### config.mk
export PLATFORM = sky130hd
export DESIGN_NAME = dual_src_latch_bank
export DESIGN_NICKNAME = d
export VERILOG_FILES = /design/src/rtl/dsl_pkg.sv /design/src/rtl/dsl_decode.sv /design/src/rtl/dsl_store.sv /design/src/rtl/dual_src_latch_bank.sv
export SDC_FILE = /design/constraint.sdc
export NUM_CORES = 1
export LEC_CHECK = 0
export ABC_CLOCK_PERIOD_IN_PS = 1800
export BUFFER_PORTS_ARGS = -buffer_cell sky130_fd_sc_hd__buf_2
export CORE_AREA = 2 2 39 41
export DETAILED_ROUTE_END_ITERATION = 8
export DIE_AREA = 0 0 41 43
export PLACE_DENSITY = 0.44
export SYNTH_ARGS = -nofsm -noshare
export SYNTH_HDL_FRONTEND = slang
export SYNTH_HIERARCHICAL = 1
export SYNTH_SLANG_ARGS = --single-unit
### constraint.sdc
create_clock -name clk -period 1.8 [get_ports clk]
set_input_delay 0.27 -clock clk [delete_from_list [all_inputs] [get_ports clk]]
set_output_delay 0.27 -clock clk [all_outputs]
set_load 0.03 [all_outputs]
### src/rtl/dsl_pkg.sv
// Package: shared select encoding and the per-lane decode function.
// Assumes the select code is a two-bit value shared by every lane.
package dsl_pkg;

    typedef enum logic [1:0] {
        SEL_SRC0 = 2'b00,
        SEL_ZERO = 2'b01,
        SEL_OR   = 2'b10,
        SEL_SRC1 = 2'b11
    } sel_code_e;

    // Returns the bit a lane should store for a given code and data pair.
    function automatic logic pick_bit(input sel_code_e code, input logic a, input logic b);
        logic r;
        case (code)
            SEL_SRC0: r = a;
            SEL_ZERO: r = 1'b0;
            SEL_OR:   r = a | b;
            default:  r = b;
        endcase
        return r;
    endfunction

endpackage

### src/rtl/dsl_decode.sv
// Module: dsl_decode
// Combines the two sources of each lane under the shared select code.
// Assumes sel is stable whenever the storage stage samples it.
module dsl_decode #(
    parameter int LANES = 4
) (
    input  logic [1:0]       sel,
    input  logic [LANES-1:0] src0,
    input  logic [LANES-1:0] src1,
    output logic [LANES-1:0] value
);
    import dsl_pkg::*;

    sel_code_e code;

    // Cast the raw select bits to the named encoding.
    always_comb code = sel_code_e'(sel);

    for (genvar i = 0; i < LANES; i++) begin : g_lane
        // Decode one lane from its own pair of source bits.
        always_comb value[i] = pick_bit(code, src0[i], src1[i]);
    end
endmodule

### src/rtl/dsl_store.sv
// Module: dsl_store
// Holds one bit per lane. TRANSPARENT=0 gives clocked sampling and
// TRANSPARENT=1 gives a level-sensitive latch. ASYNC_CLEAR chooses an
// immediate or clock-edge clear in the clocked variant.
// Assumes pass is high only when both enables are low.
module dsl_store #(
    parameter int LANES       = 4,
    parameter bit TRANSPARENT = 1'b0,
    parameter bit ASYNC_CLEAR = 1'b0
) (
    input  logic             clk,
    input  logic             clear,
    input  logic             pass,
    input  logic [LANES-1:0] d,
    output logic [LANES-1:0] q
);
    if (TRANSPARENT) begin : g_latch
        // Follow d while passing, hold otherwise, clear wins.
        always_latch begin
            if (clear)     q = '0;
            else if (pass) q = d;
        end
    end else if (ASYNC_CLEAR) begin : g_async
        // Clocked sample with immediate clear.
        always_ff @(posedge clk or posedge clear) begin
            if (clear)     q <= '0;
            else if (pass) q <= d;
        end
    end else begin : g_sync
        // Clocked sample with clear applied at the edge.
        always_ff @(posedge clk) begin
            if (clear)     q <= '0;
            else if (pass) q <= d;
        end
    end
endmodule

### src/rtl/dual_src_latch_bank.sv
// Module: dual_src_latch_bank (top)
// A bank of selecting storage lanes with true and inverted outputs.
// Assumes both enables and the select code are shared by all lanes.
module dual_src_latch_bank #(
    parameter int LANES       = 4,
    parameter bit TRANSPARENT = 1'b0,
    parameter bit ASYNC_CLEAR = 1'b0
) (
    input  logic             clk,
    input  logic             clear,
    input  logic             en_a_n,
    input  logic             en_b_n,
    input  logic [1:0]       sel,
    input  logic [LANES-1:0] src0,
    input  logic [LANES-1:0] src1,
    output logic [LANES-1:0] q,
    output logic [LANES-1:0] q_n
);
    logic             pass;
    logic [LANES-1:0] decoded;
    logic [LANES-1:0] stored;

    // Storage passes data only when both active-low enables are low.
    always_comb pass = ~en_a_n & ~en_b_n;

    dsl_decode #(.LANES(LANES)) u_decode (
        .sel   (sel),
        .src0  (src0),
        .src1  (src1),
        .value (decoded)
    );

    dsl_store #(
        .LANES       (LANES),
        .TRANSPARENT (TRANSPARENT),
        .ASYNC_CLEAR (ASYNC_CLEAR)
    ) u_store (
        .clk   (clk),
        .clear (clear),
        .pass  (pass),
        .d     (decoded),
        .q     (stored)
    );

    // Drive the true and inverted outputs from the stored bits.
    always_comb begin
        q   = stored;
        q_n = ~stored;
    end
endmodule

* Yosys cells after proc, flatten, opt, wreduce, memory -nomap -nowiden
Index checks and enable logic that the tools add are counted.
** Storage, ports and cells
- Logic and storage cells :: 16
- Output and inout bits :: 8
- Bits in registers :: 4
- Input bits :: 14
** Cells by class
- Muxes and demuxes :: 4
- Equality and inequality tests :: 2
- Bitwise gates (word level) :: 8
- Reduce and logical (&&, ||, !) cells :: 1
** Operators by type and width (number)
- $pmux 1 s3 :: 4
- $not 4->4 :: 1
- $or 1x1->1 :: 4
- $eq 2x1->1 const B :: 1
- $eq 2x2->1 const B :: 1
- $logic_not 2->1 :: 1
- $not 1->1 :: 2
- $and 1x1->1 :: 1

* Longest topological paths before layout
Gate-level depths: netlist (run 1).
- Depth after elaboration :: 2
- Gate-level depth with buffers :: 4
- Depth with buffers taken out :: 4

* Hierarchy
Netlist (run 1), hierarchy kept.
** By module, submodules not included
- dsl_store :: area each 140.1 um^2, cells each 13, seq. area each 80.1 um^2, instances 1
- dsl_decode :: area each 53.8 um^2, cells each 12, seq. area each 0.0 um^2, instances 1
- dual_src_latch_bank :: area each 18.8 um^2, cells each 5, seq. area each 0.0 um^2, instances 1

* Worst setup path after synthesis (run 1)
OpenSTA, ideal clock, no wires.
- Kind :: register to output
- From :: register u_store.q[0]
- To :: output port q_n[0]
- Data arrival time :: 0.720 ns
- Slack :: 0.810 ns
- Stages on the path, launching flop included :: 2
- Path buffers :: 0
- Data required time :: 1.530 ns
- Path through :: dfxtp_1 > inv_1
** On the way
- Word-level cells in the longest chain between the ends :: 1
** Ends and longest elaborated chain
- start: declaration :: line dsl_store.sv:15 : output logic [LANES-1:0] q
- start signal: assignment :: line dsl_store.sv:32 : if (clear) q <= '0;
- start signal: assignment :: line dsl_store.sv:33 : else if (pass) q <= d;
- $not 4->4 :: line dual_src_latch_bank.sv:48 : q_n = ~stored;
- end: declaration :: line dual_src_latch_bank.sv:17 : output logic [LANES-1:0] q_n
No other way between the ends.

* Final worst setup path (run 1)
- From :: register u_store.q[2]
- To :: output port q_n[2]
The elaborated chain is that of the path after synthesis.

==> impl_metrics.py, run 1 <==
metrics = {
    "place": {
        "io_buffers": 21,
        "postPlaceCellArea_sq_um": 333,
        "placed_cells": 66,
        "dp_hpwl_um": 452,
        "routabilityCongestion": 0.622,
        "post-place-ws_ns": 0.686,
    },
    "worst_setup_path": {
        "crit_slowest_cell": "dfxtp_1",
        "crit_fanout": 3,
        "cp-startpoint": "u_store/q[2]",
        "cp-end-kind": "primary output",
        "crit_buf_inv": 2,
        "reg2reg_from": "u_store/q[3]",
        "start_kind": "flip-flop",
        "required_ns": 1.53,
        "critPathTopFamily": "flip-flops",
        "crit_chain": "inv_1 -> buf_2",
        "critical_path_arrival_ns": 0.78,
        "critPathKind": "reg2out",
        "max_stage_delay_ns": 0.34,
    },
    "layout": {
        "drive_gt1_share_pct": 47.2,
        "regArea_sq_um": 80.1,
        "final_cells": 69,
        "multi_input_area_sq_um": 97.6,
        "nFillCells": 173,
        "reg.largest.list": "u_store/q (4)",
        "final_area_sq_um": 355,
        "largest_reg_flops": 4,
        "finalNetCount": 69,
        "area_growth_syn_to_layout_pct": 67.1,
        "top_register": "u_store/q",
        "diodes": 0,
    },
    "logic_synthesis": {
        "synth_ff_type": "dfxtp_1",
        "ys_types": 8,
        "synth_cells": 30,
        "yosys.area.top_type": "dfxtp_1",
        "synth_top_area_share_pct": 37.6,
        "yosys_warnings": 6,
        "synth_nets": 44,
        "syn_area_sq_um": 213,
        "ys_seq_elements": 4,
        "yosysSeqAreaShare_pct": 37.6,
        "ys_top_cells_by_area": "dfxtp_1 38%, mux2i_1 19%, inv_1 14%, nor2_1 8.8%, o21ai_1 7.1%",
        "synth.most_common_cell": "inv_1",
        "synth_common_cells": "8 x inv_1, 5 x nor2_1, 4 x dfxtp_1, 4 x mux2i_1, 4 x nand2_1",
        "async_reset_ff_share_pct": 0,
        "syn_avg_cell_area_sq_um": 7.09,
        "synth_edf_count": 0,
    },
    "route": {
        "dr_total_vias": 242,
        "drt-initial-drc-count": 0,
        "ant_nets": 0,
        "firstDrtPassIters": 1,
        "wl_met3_um": 50,
        "wl_met2_um": 245,
        "avgRoutedWirePerCell_um": 7.54,
        "wl_met1_um": 212,
        "routed_via_density": 3.51,
        "finalWirelength_um": 520,
        "highest_layer": "met4",
        "drc_errors": 0,
    },
    "floorplan": {
        "fp-row-count": 14,
        "core_sq_mm": 0.00138,
        "dieArea_sq_mm": 0.00176,
        "io_pins": 22,
        "die_w_um": 41,
        "die-height_um": 43,
        "start_util_pct": 15.4,
    },
    "timing": {
        "drv_slew": 0,
        "setup_slack_ns": 0.755,
        "post-route-period-util_pct": 58.1,
        "setup_viol": 0,
        "min_period_ns": 1.05,
        "rsz0062_at_grt": "no",
        "tns_ns": 0,
        "maxSlewHeadroom_pct": 74.1,
        "finalHoldViolations": 0,
        "tightest_slew_ns": 0.386,
        "max_freq_mhz": 957,
        "skew_ns": 0,
    },
    "clock_network": {
        "h-tree-depth": 1,
        "clk_path_buf_depth": 2,
        "clkLatencyLatePin_ns": 0.23,
        "cts_tree": "built",
        "cts.clk_slew.worst_paths_ns": 0.04,
        "cts-buffers-inserted": 3,
        "clockRootBuffer": "clkbuf_4",
        "cts_sinks": 4,
        "post_cts_buffers": 0,
        "post_cts_resized": 0,
        "postCtsHoldBufs": 0,
    },
    "job": {
        "maxCapViolations": 0,
    },
    "grt": {
        "grt_pass1_vias": 234,
        "grt_pass1_wl_um": 731,
        "grt_usage_pct": 6.73,
        "grt_max_degree": 5,
        "grt_remaining_overflow": 0,
        "antenna_found_initial": 0,
    },
    "power_and_ir_drop": {
        "p_leak_nw": 0.194,
        "vdd_drop_max_mv": 0.239,
        "power_density_mw_per_mm2": 743,
    },
    "min_path": {
        "worst_hold_startpoint": "clear",
        "worstHoldPathType": "in2reg",
    },
    "run_status": {
        "outcome": "completed",
    },
}
cell usage in the layout (no fill, tap or decap), drive strengths merged:
master  synthesis  routed
dfxtp           4       4
o21ai           4       4
mux2i           4       4
clkbuf          1       3
buf             0      21
nor2            5       5
inv             8       8
nand2           4       4
path summary, 6_finish.rpt:
kind,end,slack (ns),depth (start not counted)
worst max-delay path,q_n[2],0.75,2
worst min-delay path,u_store/q[3],0.25,2
worst max register to register,u_store/q[3],1.19,2
worst min register to register,u_store/q[1],0.53,2
cell families after synthesis:
kind of cell           count (synthesis)  share of synthesized area, %
AO/OA/AOI/OAI                          4                          11.2
buffers and inverters                  9                          16.5
flip-flops                             4                          37.6
multiplexers                           4                          18.8
AND/OR/NAND/NOR                        9                          15.9
where the power goes:
| part | internal, mW | total (mW) | leakage [nW] | switching (mW) |
|---|---|---|---|---|
| sequential | 0.0938 | 0.0968 | 0.0327 | 0.00301 |
| combinational | 0.0254 | 0.0622 | 0.147 | 0.0368 |
| clock | 0.0742 | 0.105 | 0.0138 | 0.0310 |
per-stage QoR:
step	power (mW)	util (%)	hold WS, ns
5_1_grt	0.281	25.7	0.255
2_1_floorplan	0.135	-	0.342
6_report	0.264	25.7	0.250
3_5_place_dp	0.161	24.1	0.487
3_3_place_gp	0.161	24.1	0.489
4_1_cts	0.273	25.7	0.240
area by class of cell:
class / instances / share of cell area, %
timing repair buffer: 21 / 29.6
multi-input combinational: 17 / 27.5
sequential: 4 / 22.5
inverter: 8 / 8.45
clock buffer: 3 / 6.34
tap: 16 / 5.63
per-layer routing:
metal | vias up | track usage, %
met1 | 94 | 6.11
met2 | 11 | 9.38
met5 | - | 0
li1 | 135 | -
met4 | 0 | 10.0
met3 | 2 | 1.57
Note: power is estimated with default switching activity, not from simulation.
==> run 2: changes to the inputs <==
--- a/config.mk
+++ b/config.mk
@@ -5,12 +5,13 @@
 export SDC_FILE = /design/constraint.sdc
 export NUM_CORES = 1
 export LEC_CHECK = 0
-export ABC_CLOCK_PERIOD_IN_PS = 1800
+export ABC_AREA = 1
+export ABC_CLOCK_PERIOD_IN_PS = 1000
 export BUFFER_PORTS_ARGS = -buffer_cell sky130_fd_sc_hd__buf_2
 export CORE_AREA = 2 2 39 41
 export DETAILED_ROUTE_END_ITERATION = 8
 export DIE_AREA = 0 0 41 43
-export PLACE_DENSITY = 0.44
+export PLACE_DENSITY = 0.46
 export SYNTH_ARGS = -nofsm -noshare
 export SYNTH_HDL_FRONTEND = slang
 export SYNTH_HIERARCHICAL = 1
==> constraint.sdc (replaced) <==
create_clock -name clk -period 1 [get_ports clk]
set_input_delay 0.15 -clock clk [delete_from_list [all_inputs] [get_ports clk]]
set_output_delay 0.15 -clock clk [all_outputs]
set_load 0.03 [all_outputs]
==> run 2 against run 1 <==
- synthesized cell count up 47%
- power rose by 96%
- core utilization grew 2.1 points
- combinational power up 130%
- largest cell class unchanged
- sequential share of layout area is 1.7 points lower
- cell area up 8.1%
- routed wire length rose by 3.8%
- die area unchanged
- hold slack got worse by 0.073 ns
- clock skew unchanged
==> impl_metrics.py, run 2 <==
metrics = {
    "logic_synthesis": {
        "synth_cells": 44,
        "async_reset_ff_share_pct": 0,
        "ys_types": 7,
        "ys_top_cells_by_area": "dfxtp_1 33%, nand2_1 31%, inv_1 14%, nor2_1 13%, buf_6 4.7%",
        "synth_top_area_share_pct": 33.3,
        "yosys_warnings": 6,
        "ys_seq_elements": 4,
        "synth_edf_count": 0,
        "syn_avg_cell_area_sq_um": 5.46,
        "synth_ff_type": "dfxtp_1",
        "synth_nets": 58,
        "synth_common_cells": "20 x nand2_1, 9 x inv_1, 8 x nor2_1",
        "synth.most_common_cell": "nand2_1",
        "yosysSeqAreaShare_pct": 33.3,
        "yosys.area.top_type": "dfxtp_1",
        "syn_area_sq_um": 240,
    },
    "grt": {
        "grt_usage_pct": 7.92,
        "grt_pass1_wl_um": 903,
        "grt_remaining_overflow": 0,
        "grt_max_degree": 9,
        "gr-usage-met2_pct": 12.8,
        "use_met3_pct": 7.85,
        "use_met1_pct": 6.41,
        "antenna_found_initial": 0,
        "grt_pass1_vias": 276,
        "busiest_layer": "met2",
    },
    "worst_setup_path": {
        "crit_slowest_cell": "dfxtp_1",
        "r2r_cells": 2,
        "reg2reg_from": "u_store/q[1]",
        "cp-startpoint": "u_store/q[0]",
        "cp.depth": 2,
        "cp-end-kind": "primary output",
        "critPathTopFamily": "flip-flops",
        "max_stage_delay_ns": 0.34,
        "crit_fanout": 3,
        "critical_path_arrival_ns": 0.78,
        "crit_chain": "inv_1 -> buf_2",
        "crit_buf_inv": 2,
        "start_kind": "flip-flop",
        "critPathKind": "reg2out",
        "required_ns": 0.85,
    },
    "timing": {
        "post-route-period-util_pct": 92.9,
        "finalHoldViolations": 0,
        "setup_viol": 0,
        "tns_ns": 0,
        "rsz0062_at_grt": "no",
        "maxSlewHeadroom_pct": 89.6,
        "skew_ns": 0,
        "tightest_slew_ns": 0.156,
        "max_freq_mhz": 1080,
        "min_period_ns": 0.929,
        "drv_slew": 0,
    },
    "clock_network": {
        "cts-buffers-inserted": 3,
        "h-tree-depth": 1,
        "clockRootBuffer": "clkbuf_4",
        "postCtsHoldBufs": 0,
        "post_cts_resized": 0,
        "cts.clk_slew.worst_paths_ns": 0.04,
        "clk_path_buf_depth": 2,
        "post_cts_buffers": 0,
        "cts_sinks": 4,
        "cts_tree": "built",
        "clkLatencyLatePin_ns": 0.23,
    },
    "layout": {
        "largest_reg_flops": 4,
        "finalNetCount": 84,
        "regArea_sq_um": 80.1,
        "reg.largest.list": "u_store/q (4)",
        "drive_gt1_share_pct": 39.7,
        "final_common_cell": "buf_2",
        "top_register": "u_store/q",
        "diodes": 0,
        "utilization_pct": 27.8,
        "area_growth_syn_to_layout_pct": 59.9,
        "nFillCells": 150,
        "multi_input_area_sq_um": 111,
        "layout_common_cells": "21 x buf_2, 20 x nand2_1, 9 x inv_1",
    },
    "floorplan": {
        "dieArea_sq_mm": 0.00176,
        "io_pins": 22,
        "die-height_um": 43,
        "fp-row-count": 14,
        "core_sq_mm": 0.00138,
        "die_w_um": 41,
        "start_util_pct": 17.4,
    },
    "power_and_ir_drop": {
        "power_density_mw_per_mm2": 1340,
        "p_leak_nw": 0.240,
        "intPower_mw": 0.359,
        "share_comb_of_total_power_pct": 27.6,
        "pwr-share-seq_pct": 34.6,
        "p_sw_mw": 0.157,
        "power_frac_clock_pct": 37.8,
        "p_sw_share_pct": 30.4,
        "vdd_drop_max_mv": 0.706,
    },
    "route": {
        "dr_total_vias": 306,
        "drt-initial-drc-count": 1,
        "routed_via_density": 3.64,
        "ant_nets": 0,
        "finalWirelength_um": 540,
        "avgRoutedWirePerCell_um": 6.43,
        "firstDrtPassIters": 2,
        "drc_errors": 0,
    },
    "min_path": {
        "whs_path_depth": 4,
        "worst_hold_startpoint": "clear",
        "worstHoldPathType": "in2reg",
    },
    "job": {
        "maxCapViolations": 0,
    },
    "place": {
        "routabilityCongestion": 0.637,
        "io_buffers": 21,
        "dp_hpwl_um": 470,
    },
    "run_status": {
        "outcome": "completed",
    },
}
run 2: cell count changes in the layout (fill, tap and decap cells not counted):
cell / delta
nor2_2: +1
o21ai_1: -3
nand2_1: +16
o21ai_2: -1
buf_4: +1
mux2i_1: -4
nor2_1: +3
inv_1: +1
inv_2: +1
run 2: metrics by stage:
stage | area, sq um | cells | setup slack [ns] | total power [mW] | hold slack [ns]
5_1_grt | 384 | 84 | 0.00978 | 0.555 | 0.197
3_3_place_gp | 362 | 81 | 0.256 | 0.325 | 0.415
3_5_place_dp | 362 | 81 | 0.250 | 0.326 | 0.416
4_1_cts | 384 | 84 | 0.0579 | 0.529 | 0.171
6_report | 384 | 84 | 0.0713 | 0.517 | 0.177
2_1_floorplan | 240 | 44 | 0.129 | 0.274 | 0.302
run 2: worst reg2reg max path: stages (launching register included):
cell and delay, ns:
dfxtp_1 0.31, nor2_1 0.13, nor2_2 0.05
run 2: worst paths after layout:
kind             endpoint  slack [ns]
max                q_n[0]        0.07
min          u_store/q[0]        0.18
max reg2reg  u_store/q[1]        0.41
min reg2reg  u_store/q[2]        0.48
run 2: metal layers:
metal	share of wire [%]	up-vias
met5	0	-
met4	0	0
met3	6.3	0
met2	55	7
met1	39	130
li1	-	169
run 2: cells by family after synthesis:
group	after synthesis	share of synthesized area, %
simple gates	29	46.4
flops	4	33.3
buf+inv	11	20.3
run 2: area by class of cell:
class	instances	share of cell area, %
Tap cell	16	5.21
Clock buffer	3	5.86
Multi-Input combinational cell	29	29.0
Timing Repair Buffer	22	29.3
Sequential cell	4	20.8
Inverter	10	9.77
run 2: power by group through the flow:
stage          clock (mW)  combinational [mW]  sequential [mW]
3_5_place_dp            0               0.144            0.181
6_report            0.195               0.143            0.179
5_1_grt             0.215               0.159            0.181
3_3_place_gp            0               0.143            0.182
2_1_floorplan           0              0.0721            0.202
4_1_cts             0.205               0.144            0.179
==> run 3: changes to the inputs <==
--- a/config.mk
+++ b/config.mk
@@ -11,8 +11,7 @@
 export CORE_AREA = 2 2 39 41
 export DETAILED_ROUTE_END_ITERATION = 8
 export DIE_AREA = 0 0 41 43
-export PLACE_DENSITY = 0.46
+export PLACE_DENSITY = 0.45
 export SYNTH_ARGS = -nofsm -noshare
 export SYNTH_HDL_FRONTEND = slang
-export SYNTH_HIERARCHICAL = 1
 export SYNTH_SLANG_ARGS = --single-unit
==> run 3 against run 2 <==
- via count stayed put
- core utilization decreased by 0.45 points
- clock skew did not move
- power fell by 0.19%
- cell area decreased by 1.6%
- register-to-register slack worse by 0.07 ns
- clock power about the same
- cell count down 2.4%
- largest cell class is now multi-input combinational cells
- non-clock buffer count shrank 1
==> impl_metrics.py, run 3 <==
metrics = {
    "place": {
        "routabilityCongestion": 0.645,
        "postPlaceCellArea_sq_um": 355,
        "io_buffers": 21,
        "post-place-ws_ns": 0.231,
        "dp_hpwl_um": 530,
    },
    "grt": {
        "grt_usage_pct": 7.62,
        "grt_pass1_vias": 250,
        "antenna_found_initial": 0,
        "grt_pass1_wl_um": 848,
        "grt_max_degree": 6,
        "grt_remaining_overflow": 0,
    },
    "worst_setup_path": {
        "reg2reg_from": "u_store.q[1]",
        "cp-startpoint": "u_store.q[0]",
        "max_stage_delay_ns": 0.31,
        "crit_fanout": 2,
        "cp-end-kind": "primary output",
        "start_kind": "flip-flop",
        "critical_path_arrival_ns": 0.77,
        "crit_chain": "inv_2 -> buf_2",
        "critPathKind": "reg2out",
        "crit_slowest_cell": "dfxtp_1",
        "required_ns": 0.85,
    },
    "layout": {
        "reg.largest.list": "u_store.q (4)",
        "layout_common_cells": "21 x buf_2, 12 x nand2_1, 12 x nor2_1",
        "diodes": 0,
        "largest_reg_flops": 4,
        "top_register": "u_store.q",
        "final_common_cell": "buf_2",
        "nFillCells": 179,
        "area_growth_syn_to_layout_pct": 64.1,
        "drive_gt1_share_pct": 43.9,
        "finalNetCount": 82,
        "final_area_sq_um": 378,
    },
    "route": {
        "ant_nets": 0,
        "avgRoutedWirePerCell_um": 7.13,
        "drt-initial-drc-count": 4,
        "firstDrtPassIters": 3,
        "finalWirelength_um": 585,
        "drc_errors": 0,
        "highest_layer": "met4",
        "wl_met3_um": 87,
        "routed_via_density": 3.73,
        "dr_total_vias": 306,
        "wl_met2_um": 238,
        "wl_met1_um": 244,
    },
    "timing": {
        "maxSlewHeadroom_pct": 90.2,
        "max_freq_mhz": 1090,
        "tns_ns": 0,
        "min_period_ns": 0.920,
        "setup_slack_ns": 0.0801,
        "rsz0062_at_grt": "no",
        "setup_viol": 0,
        "tightest_slew_ns": 0.145,
        "drv_slew": 0,
        "finalHoldViolations": 0,
        "hold-worst-slack_ns": 0.204,
        "post-route-period-util_pct": 92.0,
        "skew_ns": 0,
    },
    "logic_synthesis": {
        "synth_common_cells": "12 x nand2_1, 12 x nor2_1, 9 x inv_1",
        "synth_nets": 56,
        "synth_top_area_share_pct": 34.8,
        "ys_types": 6,
        "syn_avg_cell_area_sq_um": 5.48,
        "ys_seq_elements": 4,
        "yosys.area.top_type": "dfxtp_1",
        "syn_area_sq_um": 230,
        "yosysSeqAreaShare_pct": 34.8,
        "async_reset_ff_share_pct": 0,
        "yosys_warnings": 0,
        "synth_ff_type": "dfxtp_1",
        "synth_edf_count": 0,
        "ys_top_cells_by_area": "dfxtp_1 35%, nand2_1 20%, nor2_1 20%, inv_1 15%, o21ai_0 8.7%",
        "synth_cells": 42,
    },
    "clock_network": {
        "clockRootBuffer": "clkbuf_4",
        "cts_sinks": 4,
        "cts.clk_slew.worst_paths_ns": 0.04,
        "post_cts_resized": 0,
        "clk_path_buf_depth": 2,
        "clkLatencyLatePin_ns": 0.23,
        "postCtsHoldBufs": 0,
        "cts_tree": "built",
        "cts-buffers-inserted": 3,
        "h-tree-depth": 1,
        "post_cts_buffers": 0,
    },
    "power_and_ir_drop": {
        "finalPower_mw": 0.516,
        "power_density_mw_per_mm2": 1360,
        "p_leak_nw": 0.221,
        "vdd_drop_max_mv": 0.265,
    },
    "floorplan": {
        "die_w_um": 41,
        "start_util_pct": 16.6,
        "dieArea_sq_mm": 0.00176,
        "fp-row-count": 14,
        "core_sq_mm": 0.00138,
        "die-height_um": 43,
        "io_pins": 22,
    },
    "min_path": {
        "worstHoldPathType": "in2reg",
        "worst_hold_startpoint": "clear",
    },
    "job": {
        "maxCapViolations": 0,
    },
    "run_status": {
        "outcome": "completed",
    },
}
## run 3: cell count changes after synthesis, sizes merged
cell	before	now
o21ai	0	4
buf	1	0
nand2	20	12
nor2	9	13
inv	10	9
## run 3: worst paths after layout
kind                   to  slack (ns)  depth (start not counted)
max                q_n[0]        0.08                          2
min          u_store.q[2]        0.20                          4
max reg2reg  u_store.q[1]        0.34                          4
min reg2reg  u_store.q[3]        0.56                          4
## run 3: critical path: cells and delay by family (launching register included)
kind,cells,cell delay [ns]
DFF,1,0.31
buffers and inverters,2,0.23
## run 3: cells by family (layout without fill, tap and decap cells)
| kind of cell | count (synthesis) | after routing | share of synthesized area, % |
|---|---|---|---|
| compound gates | 4 | 4 | 8.70 |
| flops | 4 | 4 | 34.8 |
| simple gates | 25 | 25 | 41.8 |
| buf+inv | 9 | 33 | 14.7 |
## run 3: per-layer routing
metal  vias to the layer above  track usage [%]
met3                         2             1.57
met4                         0             10.0
met5                         -                0
met2                        19             11.3
li1                        169                -
met1                       116             7.03
## run 3: layout make-up
cell class	instances	area [sq um]	share of cell area (%)
Multi-Input combinational cell	29	116	30.8
Timing Repair Buffer	21	105	27.8
Sequential cell	4	80.1	21.2
Inverter	9	33.8	8.94
Clock buffer	3	22.5	5.96
Tap cell	16	20.0	5.30
## run 3: report_power, final
group / internal, mW / switching (mW) / total (mW) / leakage [nW]
combinational: 0.0506 / 0.0903 / 0.141 / 0.174
clock: 0.134 / 0.0624 / 0.196 / 0.0138
sequential: 0.172 / 0.00649 / 0.178 / 0.0330
total: 0.356 / 0.159 / 0.516 / 0.221
## run 3: per-stage QoR
stage / cells / util [%]
4_1_cts: 82 / 27.3
6_report: 82 / 27.3
3_5_place_dp: 79 / 25.7
5_1_grt: 82 / 27.3
3_3_place_gp: 79 / 25.7
2_1_floorplan: 42 / -
